===== config.mk =====
export PLATFORM = sky130hd
export DESIGN_NAME = cbz_engine
export DESIGN_NICKNAME = d
export VERILOG_FILES = /design/src/rtl/cbz_pkg.sv /design/src/rtl/cbz_size_sel.sv /design/src/rtl/cbz_align.sv /design/src/rtl/cbz_seq.sv /design/src/rtl/cbz_engine.sv
export SDC_FILE = /design/constraint.sdc
export NUM_CORES = 1
export LEC_CHECK = 0
export ABC_AREA = 0
export BUFFER_PORTS_ARGS = -buffer_cell sky130_fd_sc_hd__buf_2
export CAP_MARGIN = 40
export CORE_MARGIN = 2
export CORE_UTILIZATION = 30
export DETAILED_ROUTE_END_ITERATION = 8
export PLACE_DENSITY = 0.57
export RECOVER_POWER = 25
export SLEW_MARGIN = 20
export SYNTH_ARGS = -nofsm -noshare
export SYNTH_HDL_FRONTEND = slang
export SYNTH_HIERARCHICAL = 1
export SYNTH_SLANG_ARGS = --single-unit

===== constraint.sdc =====
create_clock -name clk -period 3.1 [get_ports clk]
set_clock_uncertainty 0.2 [all_clocks]
set_input_delay 0.155 -clock clk [delete_from_list [all_inputs] [get_ports clk]]
set_output_delay 0.155 -clock clk [all_outputs]
set_load 0.05 [all_outputs]

===== src/rtl/cbz_pkg.sv =====
package cbz_pkg;

   typedef enum logic {
      CBZ_OP_ZERO  = 1'b0,
      CBZ_OP_PROBE = 1'b1
   } cbz_op_e;

   typedef enum logic [1:0] {
      CBZ_IDLE = 2'd0,
      CBZ_RUN  = 2'd1,
      CBZ_DONE = 2'd2
   } cbz_state_e;

   localparam logic [1:0] CBZ_MODE_FORCE_SMALL = 2'd1;

   localparam int unsigned CBZ_WORD_BYTES = 4;

endpackage


===== src/rtl/cbz_size_sel.sv =====
module cbz_size_sel #(
   parameter int unsigned CFGW        = 8,
   parameter int unsigned MIN_LINE    = 32,
   parameter int unsigned MAX_LINE    = 128,
   parameter int unsigned FORCED_LINE = 32,
   localparam int unsigned LBW        = $clog2(MAX_LINE) + 1,
   localparam int unsigned NSIZES     = $clog2(MAX_LINE) - $clog2(MIN_LINE) + 1
) (
   input  logic [CFGW-1:0] cfg_bytes,
   input  logic            is_zero,
   input  logic            long_form,
   input  logic [1:0]      mode,
   output logic [LBW-1:0]  line_bytes
);
   import cbz_pkg::*;

   initial begin
      if ((MIN_LINE & (MIN_LINE - 1)) != 0 || (MAX_LINE & (MAX_LINE - 1)) != 0)
         $error("cbz_size_sel: line sizes must be powers of two");
      if (MIN_LINE < CBZ_WORD_BYTES || MAX_LINE < MIN_LINE)
         $error("cbz_size_sel: bad line size range");
      if (MAX_LINE >= (1 << CFGW))
         $error("cbz_size_sel: configuration field too narrow");
      if (FORCED_LINE < MIN_LINE || FORCED_LINE > MAX_LINE)
         $error("cbz_size_sel: forced size outside range");
   end

   logic [NSIZES-1:0]  size_hit;
   logic [LBW-1:0]     size_val [NSIZES];

   for (genvar k = 0; k < NSIZES; k++) begin : g_size
      localparam int unsigned SZ = MIN_LINE << k;
      assign size_val[k] = LBW'(SZ);
      assign size_hit[k] = (cfg_bytes == CFGW'(SZ));
   end

   logic [LBW-1:0] cfg_line;

   always_comb begin
      cfg_line = LBW'(MIN_LINE);
      for (int k = 0; k < NSIZES; k++) begin
         if (size_hit[k]) cfg_line = size_val[k];
      end
   end

   always_comb begin
      if (is_zero && !long_form && mode == CBZ_MODE_FORCE_SMALL)
         line_bytes = LBW'(FORCED_LINE);
      else
         line_bytes = cfg_line;
   end

endmodule


===== src/rtl/cbz_align.sv =====
module cbz_align #(
   parameter int unsigned AW  = 32,
   parameter int unsigned LBW = 8
) (
   input  logic [AW-1:0]  addr,
   input  logic [LBW-1:0] line_bytes,
   output logic [AW-1:0]  line_base
);
   initial begin
      if (AW <= LBW) $error("cbz_align: address narrower than line field");
   end

   logic [AW-1:0] low_mask;

   always_comb begin
      low_mask  = AW'(line_bytes) - AW'(1);
      line_base = addr & ~low_mask;
   end

endmodule


===== src/rtl/cbz_seq.sv =====
module cbz_seq #(
   parameter int unsigned AW  = 32,
   parameter int unsigned LBW = 8
) (
   input  logic           clk,
   input  logic           rst_n,
   input  logic           start,
   input  logic           start_zero,
   input  logic [AW-1:0]  start_base,
   input  logic [LBW-1:0] start_bytes,
   input  logic [AW-1:0]  resv_addr,
   input  logic           mem_gnt,
   output logic           idle,
   output logic           mem_req,
   output logic           mem_we,
   output logic [AW-1:0]  mem_addr,
   output logic           done,
   output logic           resv_kill
);
   import cbz_pkg::*;

   cbz_state_e     state_q;
   logic [AW-1:0]  base_q;
   logic [LBW-1:0] off_q;
   logic [LBW-1:0] last_off_q;
   logic           zero_q;
   logic           kill_q;
   logic           final_beat;

   assign final_beat = !zero_q || (off_q == last_off_q);

   always_ff @(posedge clk) begin
      if (!rst_n) begin
         state_q    <= CBZ_IDLE;
         base_q     <= '0;
         off_q      <= '0;
         last_off_q <= '0;
         zero_q     <= 1'b0;
         kill_q     <= 1'b0;
      end else begin
         unique case (state_q)
            CBZ_IDLE: begin
               kill_q <= 1'b0;
               if (start) begin
                  base_q     <= start_base;
                  off_q      <= '0;
                  last_off_q <= start_bytes - LBW'(CBZ_WORD_BYTES);
                  zero_q     <= start_zero;
                  state_q    <= CBZ_RUN;
               end
            end
            CBZ_RUN: begin
               if (mem_gnt) begin
                  if (final_beat) begin
                     state_q <= CBZ_DONE;
                     kill_q  <= zero_q && (resv_addr == base_q);
                  end else begin
                     off_q <= off_q + LBW'(CBZ_WORD_BYTES);
                  end
               end
            end
            CBZ_DONE: begin
               state_q <= CBZ_IDLE;
               kill_q  <= 1'b0;
            end
            default: begin
               state_q <= CBZ_IDLE;
               kill_q  <= 1'b0;
            end
         endcase
      end
   end

   assign idle      = (state_q == CBZ_IDLE);
   assign mem_req   = (state_q == CBZ_RUN);
   assign done      = (state_q == CBZ_DONE);
   assign mem_we    = zero_q;
   assign mem_addr  = base_q + AW'(off_q);
   assign resv_kill = kill_q;

endmodule


===== src/rtl/cbz_engine.sv =====
module cbz_engine #(
   parameter int unsigned AW          = 32,
   parameter int unsigned DW          = 32,
   parameter int unsigned CFGW        = 8,
   parameter int unsigned MIN_LINE    = 32,
   parameter int unsigned MAX_LINE    = 128,
   parameter int unsigned FORCED_LINE = 32
) (
   input  logic            clk,
   input  logic            rst_n,
   input  logic            cmd_valid,
   output logic            cmd_ready,
   input  logic            cmd_op,
   input  logic [AW-1:0]   cmd_addr,
   input  logic            cmd_long,
   input  logic [1:0]      cmd_mode,
   input  logic [CFGW-1:0] cfg_line_bytes,
   input  logic [AW-1:0]   resv_addr,
   output logic            mem_req,
   output logic            mem_we,
   output logic [AW-1:0]   mem_addr,
   output logic [DW-1:0]   mem_wdata,
   input  logic            mem_gnt,
   output logic            resv_kill,
   output logic            done
);
   import cbz_pkg::*;

   localparam int unsigned LBW = $clog2(MAX_LINE) + 1;

   initial begin
      if (DW != 8 * CBZ_WORD_BYTES) $error("cbz_engine: data width must be one word");
   end

   logic           is_zero;
   logic           accept;
   logic [LBW-1:0] eff_bytes;
   logic [AW-1:0]  aligned;

   assign is_zero = (cbz_op_e'(cmd_op) == CBZ_OP_ZERO);
   assign accept  = cmd_valid && cmd_ready;

   cbz_size_sel #(
      .CFGW(CFGW), .MIN_LINE(MIN_LINE), .MAX_LINE(MAX_LINE), .FORCED_LINE(FORCED_LINE)
   ) u_size (
      .cfg_bytes (cfg_line_bytes),
      .is_zero   (is_zero),
      .long_form (cmd_long),
      .mode      (cmd_mode),
      .line_bytes(eff_bytes)
   );

   cbz_align #(.AW(AW), .LBW(LBW)) u_align (
      .addr      (cmd_addr),
      .line_bytes(eff_bytes),
      .line_base (aligned)
   );

   cbz_seq #(.AW(AW), .LBW(LBW)) u_seq (
      .clk        (clk),
      .rst_n      (rst_n),
      .start      (accept),
      .start_zero (is_zero),
      .start_base (aligned),
      .start_bytes(eff_bytes),
      .resv_addr  (resv_addr),
      .mem_gnt    (mem_gnt),
      .idle       (cmd_ready),
      .mem_req    (mem_req),
      .mem_we     (mem_we),
      .mem_addr   (mem_addr),
      .done       (done),
      .resv_kill  (resv_kill)
   );

   assign mem_wdata = '0;

endmodule


# Yosys cells after proc, flatten, opt, wreduce, memory -nomap -nowiden
# Cells that the tools add are included.
[totals]
inputBits = 80
out_inout_bits = 69
reg_bits = 52
wordCells = 49
[classes]
n_mux = 11
eq_ne = 11
bitwise = 3
reduce_logical = 14
n_addsub = 4
[op_table]
columns = ["cell", "count"]
rows = [
  ["two-way mux 8 bit", 5],
  ["adder 32 x 8 -> 32 bit", 1],
  ["AND 32 bit", 1],
  ["== test 32 bit", 1],
  ["NOT 32 bit", 1],
  ["case mux 8 bit (2 select lines)", 1],
  ["subtractor 8 x 1 -> 9 bit (second input constant)", 1],
  ["adder 8 x 3 -> 8 bit (second input constant)", 1],
  ["== test 8 x 7 -> 1 bit (second input constant)", 1],
  ["== test 8 bit", 1],
  ["== test 8 bit (second input constant)", 1],
  ["subtractor 8 x 3 -> 8 bit (second input constant)", 1],
  ["two-way mux 7 bit", 1],
  ["two-way mux 2 bit", 3],
  ["inequality test 2 x 1 -> 1 bit (second input constant)", 3],
  ["AND reduction 2 bit", 3],
  ["== test 2 x 1 -> 1 bit (second input constant)", 2],
  ["logical AND 1 bit", 4],
  ["case mux 2 bit (2 select lines)", 1],
  ["AND reduction 4 bit", 1],
  ["AND reduction 3 bit", 1],
  ["== test 2 bit (second input constant)", 1],
  ["logical NOT 1 bit", 2],
  ["logical NOT 2 bit", 1],
  ["4 further kinds", 4],
]

# Longest topological paths before layout
# Gate-level depths: netlist of run 1.
[depth]
word_depth = 7
ltp_mapped = 9
ltp_nobuf = 8

# By module
# Netlist of run 1, hierarchy kept.
[by_module_without_submodules]
columns = ["mod", "area_each_um2", "cells_per_inst", "seq_area_each_um2", "n_inst"]
rows = [
  ["cbz_seq", 3140.5, 387, 1001.0, 1],
  ["cbz_align", 409.1, 52, 0.0, 1],
  ["cbz_engine", 254.0, 35, 0.0, 1],
  ["cbz_size_sel", 105.1, 14, 0.0, 1],
]

# Worst setup path after synthesis of run 1
# Ideal clock, no wire load.
[synth_timing]
path_kind = "input -> register"
from = "input cfg_line_bytes[1]"
to = "register u_seq.base_q[11]"
setup_ns = 0.122
arrival_ns = 2.463
required_ns = 2.778
setup_slack_ns = 0.315
cell_stages = 8
path_cell_list = "or4_4 -> a2111o_1 -> or4_4 -> or3_4 -> buf_6 -> and2_4 -> nand2_1 -> a21boi_0"
[synth_via]
elab_chain_len = 7
[synth_rtl]
columns = ["item", "line_no", "rtl"]
rows = [
  ["start, declared", "cbz_engine.sv:17", "input logic [CFGW-1:0] cfg_line_bytes,"],
  ["== test 8 x 7 -> 1 bit", "cbz_size_sel.sv:34", "assign size_hit[k] = (cfg_bytes == CFGW'(SZ));"],
  ["two-way mux 7 bit", "cbz_size_sel.sv:42", "if (size_hit[k]) cfg_line = size_val[k];"],
  ["two-way mux 8 bit *", "cbz_size_sel.sv:42", ""],
  ["two-way mux 8 bit *", "cbz_size_sel.sv:47", "if (is_zero && !long_form && mode == CBZ_MODE_FORCE_SMALL)"],
  ["net eff_bytes[5]", "cbz_engine.sv:37", "logic [LBW-1:0] eff_bytes;"],
  ["subtractor 8 x 1 -> 9 bit *", "cbz_align.sv:16", "low_mask = AW'(line_bytes) - AW'(1);"],
  ["NOT 32 bit *", "cbz_align.sv:17", "line_base = addr & ~low_mask;"],
  ["AND 32 bit *", "cbz_align.sv:17", ""],
  ["net aligned[11]", "cbz_engine.sv:38", "logic [AW-1:0] aligned;"],
  ["end signal, assigned", "cbz_seq.sv:45", "base_q <= start_base;"],
  ["end, declared", "cbz_seq.sv:23", "logic [AW-1:0] base_q;"],
]
# The timed path passes the listed nets; every way through them passes the cells marked *.
# A chain may end at the register's enable or synchronous reset.

# Worst setup path after layout of run 1
[layout_timing]
from = "register u_seq.off_q[4]"
to = "output mem_addr[30]"
[layout_via]
elab_chain_len = 1
[layout_rtl]
columns = ["item", "line_no", "rtl"]
rows = [
  ["start, declared", "cbz_seq.sv:24", "logic [LBW-1:0] off_q;"],
  ["start signal, assigned", "cbz_seq.sv:58", "off_q <= off_q + LBW'(CBZ_WORD_BYTES);"],
  ["adder 32 x 8 -> 32 bit", "cbz_seq.sv:78", "assign mem_addr = base_q + AW'(off_q);"],
  ["end, declared", "cbz_engine.sv:21", "output logic [AW-1:0] mem_addr,"],
]
# Every way passes these cells.

==> impl.org, run 1 <==
** Outcome
- Result of the run :: complete, no violations

** Timing
- Of the available clock period, the critical path in the final layout requires 94.3%.
- Derived from the worst setup path, the maximum achievable clock frequency is between 300 and 400 MHz.
- Total setup violations reported at the end of the flow :: 0
- Setup repair after global routing left no endpoint under its margin.
- In this run the tightest slew margin relative to its limit is between 20% and 30%.
- The final hold violation count came to 0.
- For the pin with the worst max-slew slack, the measured transition is 1.10 ns.
- The final number of max-transition violations was 0.
- Tightest hold margin :: between 0.03 and 0.04 ns
- Final critical path time including I/O delays and setup :: roughly 3 ns
- Total negative setup slack :: 0 ns
- Final Worst Setup Slack :: 0.178 ns

** Critical path
- Together, buffers and inverters on the worst path number 2.
- Startpoint of the worst-slack reg-to-reg timing path :: u_seq/state_q[0]$_SDFFE_PN0P_
- Traced cell by cell, the critical path runs through ha_1, o21ai_0, nor3_2, o21a_1, buf_4, nand3_1, xnor2_1, buf_2.
- Required time worst endpoint :: 2.74 ns
- CP peak stage delay :: about 0.40 ns
- The kind of cell with the highest combined delay along the critical path is buffers and inverters.
- STA classifies the critical path endpoint as an output pin.
- In this run the worst path has a maximum fanout of 24.
- Crit path max-delay cell type :: dfxtp_1
- The critical path starts at u_seq/off_q[4]$_SDFFE_PN0P_.
- Reg2Reg Depth :: 6
- Setup CP Type :: register to output pin
- The critical path crosses 8 cells after its start point.
- Arrival @ worst endpoint :: approximately 2.6 ns
- STA classifies the critical path startpoint as a register.

** Placement
- Instance count after placement with tap cells included :: 758
- Worst slack at placement :: about 0.15 ns
- GP Congestion :: just over 0.8
- The HPWL after detailed placement is ~8400 um.
- Input and output buffers added on the ports amount to approximately 120.
- Placed inst area :: 0.00449 sq mm

** Logic synthesis
- Netlist area before placement :: 0.00391 sq mm
- Synth top area share :: ~26%
- Of the total synthesized cell area, the portion taken by XOR and XNOR cells is 15.7%.
- Most area-consuming cells after synthesis :: dfxtp_1 26%, xnor2_1 11%, nand2_1 8.7%, buf_4 7.9%, a21boi_0 6.7%
- In the post-synthesis netlist, the cell with the most instances is nand2_1.
- Post-synthesis sequential area ratio :: between 20% and 30%
- Of all flip-flops after synthesis, the portion carrying an async set or reset was 0%.
- The average instance in the mapped netlist occupies approximately 8 sq um.
- Library cell occupying the most area in the post-synthesis netlist :: dfxtp_1
- Yosys Warn Count :: 6
- Commonest cells in the netlist :: 91 x nand2_1, 50 x dfxtp_1, 50 x xnor2_1
- Basic-gate share of the synthesized area counting and, or, nand and nor cells :: between 20% and 30%
- In the synthesized netlist the dominant register cell turns out to be dfxtp_1.
- Synthesis handed over a netlist of about 490 instances.
- Main combinational cell family by area after synthesis :: simple AND/OR/NAND/NOR gates
- FF+latch count, synth :: 50
- After Yosys synthesis, full adders, half adders and majority gates account for under 10% of the synthesized area.
- Summing the areas of all compound-gate instances in the mapped netlist gives between 10% and 20% of the synthesized area.
- In this run, distinct cell masters in the synthesized netlist total 53.
- Share of cell area taken by muxes after synthesis :: roughly 1.3%
- Number of flops mapped to enable cells by yosys :: 0

** Floorplan
- In this run the standard cell core region covers approximately 0.013 sq mm.
- Top-level I/O count :: approximately 150
- Height of the die :: 118 um
- DIE AREA :: roughly 0.014 sq mm
- In this run the horizontal extent of the chip is roughly 120 um.
- The floorplan has 41 rows.
- The initial utilization of the core area, before any placement, comes to 30.8%.

** GRT
- For this run, the total global-route usage over all layers was measured as ~15%.
- Final global-route overflow total :: 0
- Wire length of the first global-routing pass :: roughly 17000 um
- The initial antenna violation count is 0.
- Entering global routing, the biggest net connects 52 pins.
- The number of global-route vias before repair came to roughly 3400.

** Cells and area
- 0 antenna diodes ended up in the layout.
- Count of placed standard cells in the final layout, fillers left out :: 768
- Area growth from synthesis to layout :: 18.8%
- Final design instance area without fill :: ~0.0046 sq mm
- After the last flow step, the layout net total stands at about 680.
- Final cell utilization of the core :: a little over a third
- Ratio of cells with drive above 1 in the final layout :: a little over a quarter

** Hold path
- Min-Delay Startpoint :: resv_addr[21]
- Number of cells on the worst hold path :: 4
- The min-delay analysis places its worst path in the category input port to register.

** Pwr
- After layout, the design draws a total of roughly 2 mW.
- Leakage :: between 2 and 2.5 nW
- Power spread over the standard cell area amounts to between 400 and 500 mW/mm^2.
- IR Drop Worst-Case VDD :: between 0.2 and 0.3 mV

** Run
- Across the run, the number of max-cap violations was 0.

** Drt
- M1 wire length :: just under 5000 um
- Met3 Wirelength :: between 500 and 600 um
- Highest routing layer actually used :: met4
- Across all layers, the routed design uses about 3500 vias.
- Average vias per placed instance :: around 4.6
- Routed length per placed instance :: 14.0 um
- For this block, the initial DRC count from the detailed router was between 200 and 250.
- Iteration count of the initial detailed-routing pass :: 7
- In the detailed route, the total length drawn on met2 is between 5000 and 6000 um.
- Final routed wirelength across all metal layers :: 10800 um
- After detailed routing, the number of remaining DRC violations is 0.
- Once detail routing completed, the nets flagged for antenna violations numbered 0.

** Clock tree
- CTS H-Tree Depth :: 2
- Total clock buffers created by CTS :: 5
- Clock-pin slew was measured on the worst setup and hold paths at around 0.070 ns.
- Clock latency on the worst-skew pair, taken at its later pin, is 0.29 ns.
- Number of buffers inserted to repair setup after CTS :: 0
- The tree is rooted in a clkbuf_16.
- Clock tree sinks :: 50
- Clock tree from TritonCTS :: done
- Max Root-Sink Buffers :: 2
-- power breakdown --
part / internal, mW / switching (mW)
sequential: 0.693 / 0.0653
clock: 0.321 / 0.239
combinational: 0.215 / 0.447
total: 1.23 / 0.751
-- what timing repair did --
| action | 4_1_cts | 5_1_grt |
|---|---|---|
| resized for setup | 0 | 1 |
| hold endpoints to repair | 2 | 0 |
| hold buffers | 2 | 0 |
| endpoints found under the setup margin | 0 | 9 |
-- placed cells by master, fill, tap and decap left out, types with 4 or more instances in the layout --
| cell | n |
|---|---|
| a21boi_0 | 35 |
| a21o_1 | 4 |
| a21oi_1 | 4 |
| and2_1 | 5 |
| and2_2 | 4 |
| and2_4 | 20 |
| and3_1 | 11 |
| buf_2 | 107 |
| buf_4 | 5 |
| clkbuf_1 | 13 |
| clkbuf_16 | 5 |
| conb_1 | 37 |
| dfxtp_1 | 50 |
| ha_1 | 9 |
| inv_1 | 8 |
| mux2i_1 | 5 |
| nand2_1 | 91 |
| nand2b_1 | 6 |
| nand3_1 | 18 |
| nand4_1 | 12 |
| nor2_1 | 12 |
| nor3_1 | 6 |
| nor4_1 | 8 |
| o211a_1 | 6 |
| o21ai_0 | 4 |
| xnor2_1 | 50 |
| xor2_1 | 20 |
-- state kept, by name, summed over array words and instances (netlist names) --
name / cells
u_seq/mem_we: 1
u_seq/off_q: 6
u_seq/base_q: 32
u_seq/resv_kill: 1
u_seq/state_q: 2
u_seq/last_off_q: 8
-- layer usage --
metal	track usage, %	vias up
li1	-	1772
met1	20.3	1634
met2	25.5	121
met3	1.93	10
met4	4.89	0
met5	0	-
-- cells by family (layout without fill, tap and decap cells) --
family	count (synthesis)	after routing
AO/OA/AOI/OAI	66	66
multiplexers	5	5
AND/OR/NAND/NOR	216	216
XOR/XNOR	70	70
buffers and inverters	70	143
flip-flops	50	50
other	2	37
adder cells (fa/ha/maj)	9	9
-- worst reg2reg max path, delay by kind of cell, from the launching register on --
kind	cells	cell delay, ns
buffers and inverters	1	0.85
AND/OR/NAND/NOR	4	0.84
flip-flops	1	0.42
AO/OA/AOI/OAI	1	0.17
-- worst paths after layout --
| path | slack [ns] | to |
|---|---|---|
| max | 0.18 | mem_addr[30] |
| min | 0.03 | u_seq/resv_kill$_SDFFE_PN0P_ |
| max reg2reg | 0.50 | u_seq/last_off_q[6]$_SDFFE_PN0P_ |
| min reg2reg | 0.27 | u_seq/last_off_q[0]$_SDFFE_PN0P_ |
-- area by class of cell --
| type | instances | area, sq um |
|---|---|---|
| Clock buffer | 7 | 143 |
| Clock inverter | 1 | 5.00 |
| Fill cell | 1361 | 8030 |
| Inverter | 8 | 30.0 |
| Multi-Input combinational cell | 403 | 2610 |
| Sequential cell | 50 | 1000 |
| Tap cell | 172 | 215 |
| Timing Repair Buffer | 127 | 643 |
(Power assumes the default switching activity.)
==> run 2, diff against run 1 <==
CELL_PAD_IN_SITES_DETAIL_PLACEMENT = 1   (was default)
CELL_PAD_IN_SITES_GLOBAL_PLACEMENT = 1   (was default)
CORE_MARGIN = 5   (was 2)
PLACE_DENSITY = 0.74   (was 0.57)
==> impl.org, run 2 (synthesis results as in run 1) <==
** Timing
- The relative slew slack was 46.3% (was 26.4%).
- Actual slew at the worst max-slew pin :: 0.806 ns (was 1.10 ns)
- Highest clock rate :: 342 MHz (about the same)
- The final number of setup-violating endpoints was 0 (unchanged).
- The final hold violation count was 0 (unchanged).
- Final critical path time including I/O delays and setup :: 2.93 ns (was 2.92 ns)
- The final number of max-transition violations was 0 (unchanged).
- RSZ-0062 raised after global routing: no (unchanged).
- The final sum of negative setup slack came to 0 ns (unchanged).
- The part of the cycle the worst path needs came to 94.4% (was 94.3%).

** Floorplan
- Cell Rows :: 41 (unchanged)
- Std-Cell Core Area :: 0.0127 sq mm (about the same)
- Starting Density :: 30.7% (was 30.8%)
- The x dimension of the die is 124 um (was 118 um).
- Height of the die :: 124 um (was 118 um)
- The area enclosed by the die boundary came to 0.0154 sq mm (was 0.0140 sq mm).
- Top-level I/O count :: 149 (unchanged)

** Critical path
- The critical path's largest stage delay is 0.49 ns (was 0.40 ns).
- FF-to-FF setup slack :: 0.39 ns (was 0.50 ns)
- Setup CP Type :: register to output pin (unchanged)
- The worst-path maximum fanout came to 24 (unchanged).
- Capture point of the worst reg-to-reg path :: u_seq/base_q[5]$_SDFFE_PN0P_ (was u_seq/last_off_q[6]$_SDFFE_PN0P_)
- The number of buffers and inverters on the critical path came to 2 (unchanged).
- Category of the worst setup path capture point :: output pin (unchanged)
- Arrival @ worst endpoint :: 2.57 ns (about the same)
- The worst reg-to-reg path cell count was 6 (unchanged).
- Sequence of cells on the critical path: ha_1, a211oi_1, nor3_1, o21a_1, buf_4, nand3_1, xnor2_1, clkbuf_4 (was ha_1, o21ai_0, nor3_2, o21a_1, buf_4, nand3_1, xnor2_1, buf_2).
- Required time worst endpoint :: 2.74 ns (about the same)
- The logic depth of the worst path, buffers included came to 8 (unchanged).
- The beginning of the worst register-to-register path is u_seq/state_q[0]$_SDFFE_PN0P_ (unchanged).
- Top cell family by delay on the critical path :: buffers and inverters (unchanged)
- The category of the worst setup path launch point was a register (unchanged).
- Crit path max-delay cell type :: dfxtp_1 (unchanged)

** Hold path
- Worst hold endpoint :: u_seq/base_q[11]$_SDFFE_PN0P_ (was u_seq/resv_kill$_SDFFE_PN0P_)
- Number of cells on the worst hold path :: 4 (unchanged)
- Min-Delay Startpoint :: cmd_addr[11] (was resv_addr[21])
- The classification of the worst-slack hold path is input port to register (unchanged).

** Clock tree
- The number of H-tree levels came to 2 (unchanged).
- Clk Tree Root Cell :: clkbuf_16 (unchanged)
- The buffers inserted during post-CTS setup optimization was 0 (unchanged).
- The clock input transition at the sequential cells of the worst setup and hold paths is 0.07 ns (about the same).
- The clock tree from TritonCTS is done (unchanged).
- Clock tree sinks :: 50 (unchanged)
- Max Root-Sink Buffers :: 2 (unchanged)
- The clock insertion delay at the later pin of the skew report is 0.29 ns (about the same).
- Total clock buffers created by CTS :: 5 (unchanged)

** Drt
- Routed length per placed instance :: 15.9 um (was 14.0 um)
- Number of violations reported at the end of detailed-routing iteration 0 :: 113 (was 222)
- The via count was 3625 (was 3537).
- DRC Markers :: 0 (unchanged)
- The post-detailed-route via-to-cell ratio came to 4.74 (was 4.61).
- Post-route ant nets :: 0 (unchanged)
- Iteration count of the initial detailed-routing pass :: 4 (was 7)
- Final routed wirelength across all metal layers :: 12200 um (was 10800 um)

** Cells and area
- Register with the highest flop count :: u_seq/base_q (unchanged)
- Most frequent standard cell in the layout excluding fill and tap cells :: buf_2 (unchanged)
- Ratio of cells with drive above 1 in the final layout :: 25.8% (was 26.3%)
- Commonest cells after routing, fill and taps aside: 104 x buf_2, 91 x nand2_1, 50 x xnor2_1 (was 107 x buf_2, 91 x nand2_1, 50 x xnor2_1, 50 x dfxtp_1, 37 x conb_1).
- The area added between synthesis and finish came to 18.2% (was 18.8%).
- The layout net count is 682 (was 684).
- Biggest regs :: u_seq/base_q x32, u_seq/last_off_q x8, u_seq/off_q x6 (unchanged)
- The core occupancy in the finished layout was 36.3% (was 36.6%).
- Max FFs per register :: 32 (unchanged)
- The number of antenna diodes was 0 (unchanged).

** Outcome
- Result of the run: complete, no violations (unchanged).

** GRT
- Final global-route overflow total :: 0 (unchanged)
- The initial antenna violation count is 0 (unchanged).
- GRT Resource Usage Total :: 15.7% (was 15.2%)
- The first-pass GRT wire length was 18700 um (was 17200 um).
- Maximum number of pins on one net before global-route repair :: 48 (was 52)
- Via count of the first global-routing pass :: 3732 (was 3391)

** Placement
- The count of buffers inserted at the top-level ports was 116 (unchanged).
- The detailed placement HPWL was 9740 um (was 8380 um).
- GP Congestion :: 0.844 (was 0.826)

** Pwr
- The power density over the cells came to 425 mW/mm^2 (was 427 mW/mm^2).
- Leakage :: 2.05 nW (was 2.07 nW)
- The peak ir drop on the vdd network came to 0.204 mV (was 0.258 mV).

** Run
- Max cap viols :: 0 (unchanged)
-- run 2: metrics by stage --
step / total power, mW / cells / hold slack, ns / cell area [sq um] / setup WS [ns]
final: 1.96 / 765 / 0.0276 / 4620 / 0.173
after global routing: 2.07 / 765 / 0.0388 / 4620 / 0.00437
after CTS: 1.99 / 765 / 0.0229 / 4630 / 0.148
after detailed placement: 1.44 / 755 / 0.261 / 4470 / 0.116
after global placement: 1.43 / 755 / 0.244 / 4470 / 0.182
after floorplan: 1.30 / 523 / 0.0981 / 4040 / 0.315
-- run 2: layout make-up --
| cell class | instances | area [sq um] |
|---|---|---|
| clock buffers | 7 | 133 |
| repair buffers | 125 | 639 |
| flip-flops and latches | 50 | 1000 |
| multi-input cells | 403 | 2600 |
| inverters | 8 | 30.0 |
| well taps | 172 | 215 |
| fillers | 1611 | 8100 |
-- run 2: worst max-delay path by stage --
stage                                     to                         start  slack [ns]
5_1_grt                         mem_addr[21]   u_seq/off_q[3]$_SDFFE_PN0P_       0.004
3_3_place_gp   u_seq/base_q[31]$_SDFFE_PN0P_             cfg_line_bytes[1]        0.18
3_5_place_dp    u_seq/base_q[9]$_SDFFE_PN0P_             cfg_line_bytes[1]        0.12
2_1_floorplan  u_seq/base_q[11]$_SDFFE_PN0P_             cfg_line_bytes[1]        0.31
6_report                        mem_addr[21]  u_seq/base_q[2]$_SDFFE_PN0P_        0.17
4_1_cts                         mem_addr[21]   u_seq/off_q[4]$_SDFFE_PN0P_        0.15
-- run 2: layer usage --
| layer | up-vias | track usage (%) | part of all wire, % | routed length, um |
|---|---|---|---|---|
| li1 | 1773 | - | - | - |
| met1 | 1741 | 19.6 | 44 | 5300 |
| met3 | 12 | 2.50 | 5.6 | 683 |
| met2 | 99 | 27.8 | 49 | 5980 |
| met4 | 0 | 4.31 | 1.6 | 200 |
| met5 | - | 0 | 0 | 0 |
-- run 2: report_power, final --
group	total (mW)	switching (mW)	leakage, nW	internal, mW
sequential	0.767	0.0732	0.409	0.693
clock	0.539	0.243	0.0640	0.296
combinational	0.659	0.445	1.58	0.214
-- run 2: worst min-delay path, stage by stage --
cell and delay, ns:
buf_2 0.09, and2_4 0.12, nand2_1 0.04, a21boi_0 0.06
-- run 2: what timing repair did --
action,in CTS,in global routing
gates resized for setup,0,2
hold endpoints to repair,4,0
setup endpoints to repair,0,1
hold buffers,3,0
==> run 3, diff against run 2 <==
CORE_UTILIZATION = 36   (was 30)
PLACE_DENSITY = 0.86   (was 0.74)
==> impl.org, run 3 (synthesis results as in run 1) <==
** Outcome
- Result of the run :: complete, no violations (unchanged)

** GRT
- The pin count of the biggest net entering global routing is 52 (was 48).
- The global-route track usage on met1 is 19.5% (was 19.6%).
- The met3 demand-to-capacity share in global routing came to 3.49% (was 2.50%).
- The global routing's busiest layer is met2 (unchanged).
- The initial antenna violation count is 0 (unchanged).
- The first-pass GRT wire length is 18800 um (was 18700 um).
- The global routing met2 resource utilization is 34.0% (was 27.8%).
- The total overflow reported by the global router came to 0 (unchanged).
- The global-route total usage across every layer is 18.1% (was 15.7%).
- Via count of the first global-routing pass :: 3862 (was 3732)

** Clock tree
- The buffers inserted during post-CTS setup optimization was 0 (unchanged).
- Total clock buffers created by CTS :: 5 (unchanged)
- Clock input transition at the sequential cells of the worst setup and hold paths :: 0.10 ns (was 0.07 ns)
- The clock tree from TritonCTS is done (unchanged).
- The sink count of the clock tree is 50 (unchanged).
- The clock root buffer is clkbuf_8 (was clkbuf_16).
- Clock latency of the later-clocked register in the worst-skew pair :: 0.31 ns (was 0.29 ns)
- The number of buffers on the longest clock path was 2 (unchanged).
- CTS H-Tree Depth :: 2 (unchanged)

** Timing
- RSZ-0062 raised after global routing :: no (unchanged)
- Actual slew at the worst max-slew pin :: 1.09 ns (was 0.806 ns)
- The final number of max-transition violations was 0 (unchanged).
- Number of endpoints with negative hold slack in the final report :: 0 (unchanged)
- The part of the cycle the worst path needs came to 92.7% (was 94.4%).
- The final sum of negative setup slack came to 0 ns (unchanged).
- The relative slew slack was 27.6% (was 46.3%).
- Final critical path time including I/O delays and setup :: 2.87 ns (was 2.93 ns)
- Total setup violations reported at the end of the flow :: 0 (unchanged)
- Highest clock rate :: 348 MHz (was 342 MHz)

** Critical path
- The kind of critical path was input port to register (was register to output pin).
- Required time worst endpoint :: 3.10 ns (was 2.74 ns)
- The worst reg-to-reg path cell count is 6 (unchanged).
- The worst-path maximum fanout came to 24 (unchanged).
- Arrival @ worst endpoint :: 2.87 ns (was 2.57 ns)
- Kind of start point of the critical path :: input port (was register)
- Category of the worst setup path capture point :: register (was output pin)

** Placement
- The count of buffers inserted at the top-level ports is 116 (unchanged).
- The cell area after placement was 0.00444 sq mm (was 0.00447 sq mm).
- The detailed placement HPWL is 9590 um (was 9740 um).
- The placer's final routability congestion estimate is 0.757 (was 0.844).

** Pwr
- Share of total power in combinational logic :: 34.6% (was 33.5%)
- Net switching power figure :: 0.751 mW (was 0.761 mW)
- The part of the total power dissipated in the clock network was 25.1% (was 27.4%).
- Power density cells :: 415 mW/mm^2 (was 425 mW/mm^2)
- The internal power of the cells is 1.15 mW (was 1.20 mW).
- IR Drop Worst-Case VDD :: 0.187 mV (was 0.204 mV)
- The sequential share of power came to 40.3% (was 39.0%).
- The cell leakage power was 2.05 nW (about the same).
- The switching power as a share of total power came to 39.6% (was 38.7%).

** Drt
- The average detailed-routed wire length per instance is 16.2 um (was 15.9 um).
- DRC Markers :: 0 (unchanged)
- The number of detailed-routing iterations run before antenna repair came to 4 (unchanged).
- The remaining number of nets flagged by the antenna check after routing was 0 (unchanged).
- The iteration-0 DRC count of the detailed router came to 133 (was 113).
- Final routed wirelength across all metal layers :: 11900 um (was 12200 um)
- Vias post-DR :: 3609 (was 3625)
- Average vias per placed instance :: 4.91 (was 4.74)

** Floorplan
- The x dimension of the die was 114 um (was 124 um).
- Starting Density :: 36.4% (was 30.7%)
- Height of the die :: 114 um (was 124 um)
- The count of pins on the block boundary came to 149 (unchanged).
- Std-Cell Core Area :: 0.0107 sq mm (was 0.0127 sq mm)
- The area enclosed by the die boundary is 0.0130 sq mm (was 0.0154 sq mm).
- Cell Rows :: 38 (was 41)

** Cells and area
- Final cell utilization of the core :: 42.5% (was 36.3%)
- The area of all placed cells without fillers was 0.00457 sq mm (was 0.00462 sq mm).
- Most frequent standard cell in the layout excluding fill and tap cells :: buf_2 (unchanged)
- The area added between synthesis and finish was 16.8% (was 18.2%).
- Biggest regs :: u_seq/base_q x32, u_seq/last_off_q x8, u_seq/off_q x6 (unchanged)
- Antenna diode instance count :: 0 (unchanged)
- Filler cell count in the final layout :: 1412 (was 1611)
- Commonest cells after routing, fill and taps aside :: 105 x buf_2, 91 x nand2_1, 50 x xnor2_1 (was 104 x buf_2, 91 x nand2_1, 50 x xnor2_1)
- The layout net count came to 683 (was 682).
- Register with the highest flop count :: u_seq/base_q (unchanged)
- Max FFs per register :: 32 (unchanged)
- The share of layout cells above drive strength 1 is 26.7% (was 25.8%).

** Hold path
- The number of instances on the worst hold path was 4 (unchanged).
- The classification of the worst-slack hold path was input port to register (unchanged).

** Run
- Max cap viols :: 0 (unchanged)
-- run 3: changes by cell type in the layout (fill, tap and decap cells not counted), moves of 2 or more --
cell       delta
clkinv_2      +2
clkbuf_4      +2
clkbuf_8      +5
clkbuf_1      -3
clkbuf_16     -5
-- run 3: worst max-delay path: stages --
cell and delay (ns):
dlygate4sd3_1 0.53, buf_2 0.12, inv_1 0.05, nor4bb_1 0.47, nor4_1 0.16, or4_4 0.45
or3_4 0.52, and2_2 0.25, nand2_1 0.05, a21boi_0 0.10
-- run 3: through the flow --
stage | cells | power, mW | setup slack (ns) | hold WS (ns)
2_1_floorplan | 523 | 1.30 | 0.315 | 0.0981
5_1_grt | 735 | 1.99 | 0.0197 | 0.0223
4_1_cts | 735 | 1.92 | 0.100 | 0.00793
6_report | 735 | 1.90 | 0.226 | 0.0127
3_3_place_gp | 724 | 1.42 | 0.203 | 0.231
3_5_place_dp | 724 | 1.44 | 0.151 | 0.238
-- run 3: worst paths after layout --
kind,startpoint,end,slack (ns)
hold / removal,cmd_addr[15],u_seq/base_q[15]$_SDFFE_PN0P_,0.01
hold reg to reg,u_seq/last_off_q[1]$_SDFFE_PN0P_,u_seq/last_off_q[1]$_SDFFE_PN0P_,0.27
setup reg to reg,u_seq/state_q[0]$_SDFFE_PN0P_,u_seq/base_q[22]$_SDFFE_PN0P_,0.33
setup / recovery,cmd_op,u_seq/base_q[10]$_SDFFE_PN0P_,0.23
-- run 3: layout make-up --
class / count / area, sq um / area share, %
multi-input combinational: 403 / 2600 / 56.9
sequential: 50 / 1000 / 22.0
timing repair buffer: 126 / 651 / 14.3
tap: 140 / 175 / 3.84
clock buffer: 5 / 68.8 / 1.51
clock inverter: 3 / 40.0 / 0.877
inverter: 8 / 30.0 / 0.658
-- run 3: layer usage --
layer  wire length [um]  up-vias  part of all wire, %
li1                   -     1774                    -
met4                387        0                  3.3
met1               4650     1694                   39
met5                  0        -                    0
met2               6140      118                   52
met3                714       23                  6.0
-- run 3: power groups by stage --
stage               Sequential, mW  Clock (mW)  Combinational (mW)
floorplan                    0.755           0               0.542
global placement             0.777           0               0.643
detailed placement           0.780           0               0.658
CTS                          0.765       0.487               0.664
global route                 0.772       0.515               0.706
finish                       0.764       0.476               0.657
-- run 3: repair_timing --
item / 4_1_cts / 5_1_grt
hold endpoints to repair: 4 / 0
hold buffers: 3 / 0
gates resized for setup: 0 / 6
endpoints found under the setup margin: 0 / 21
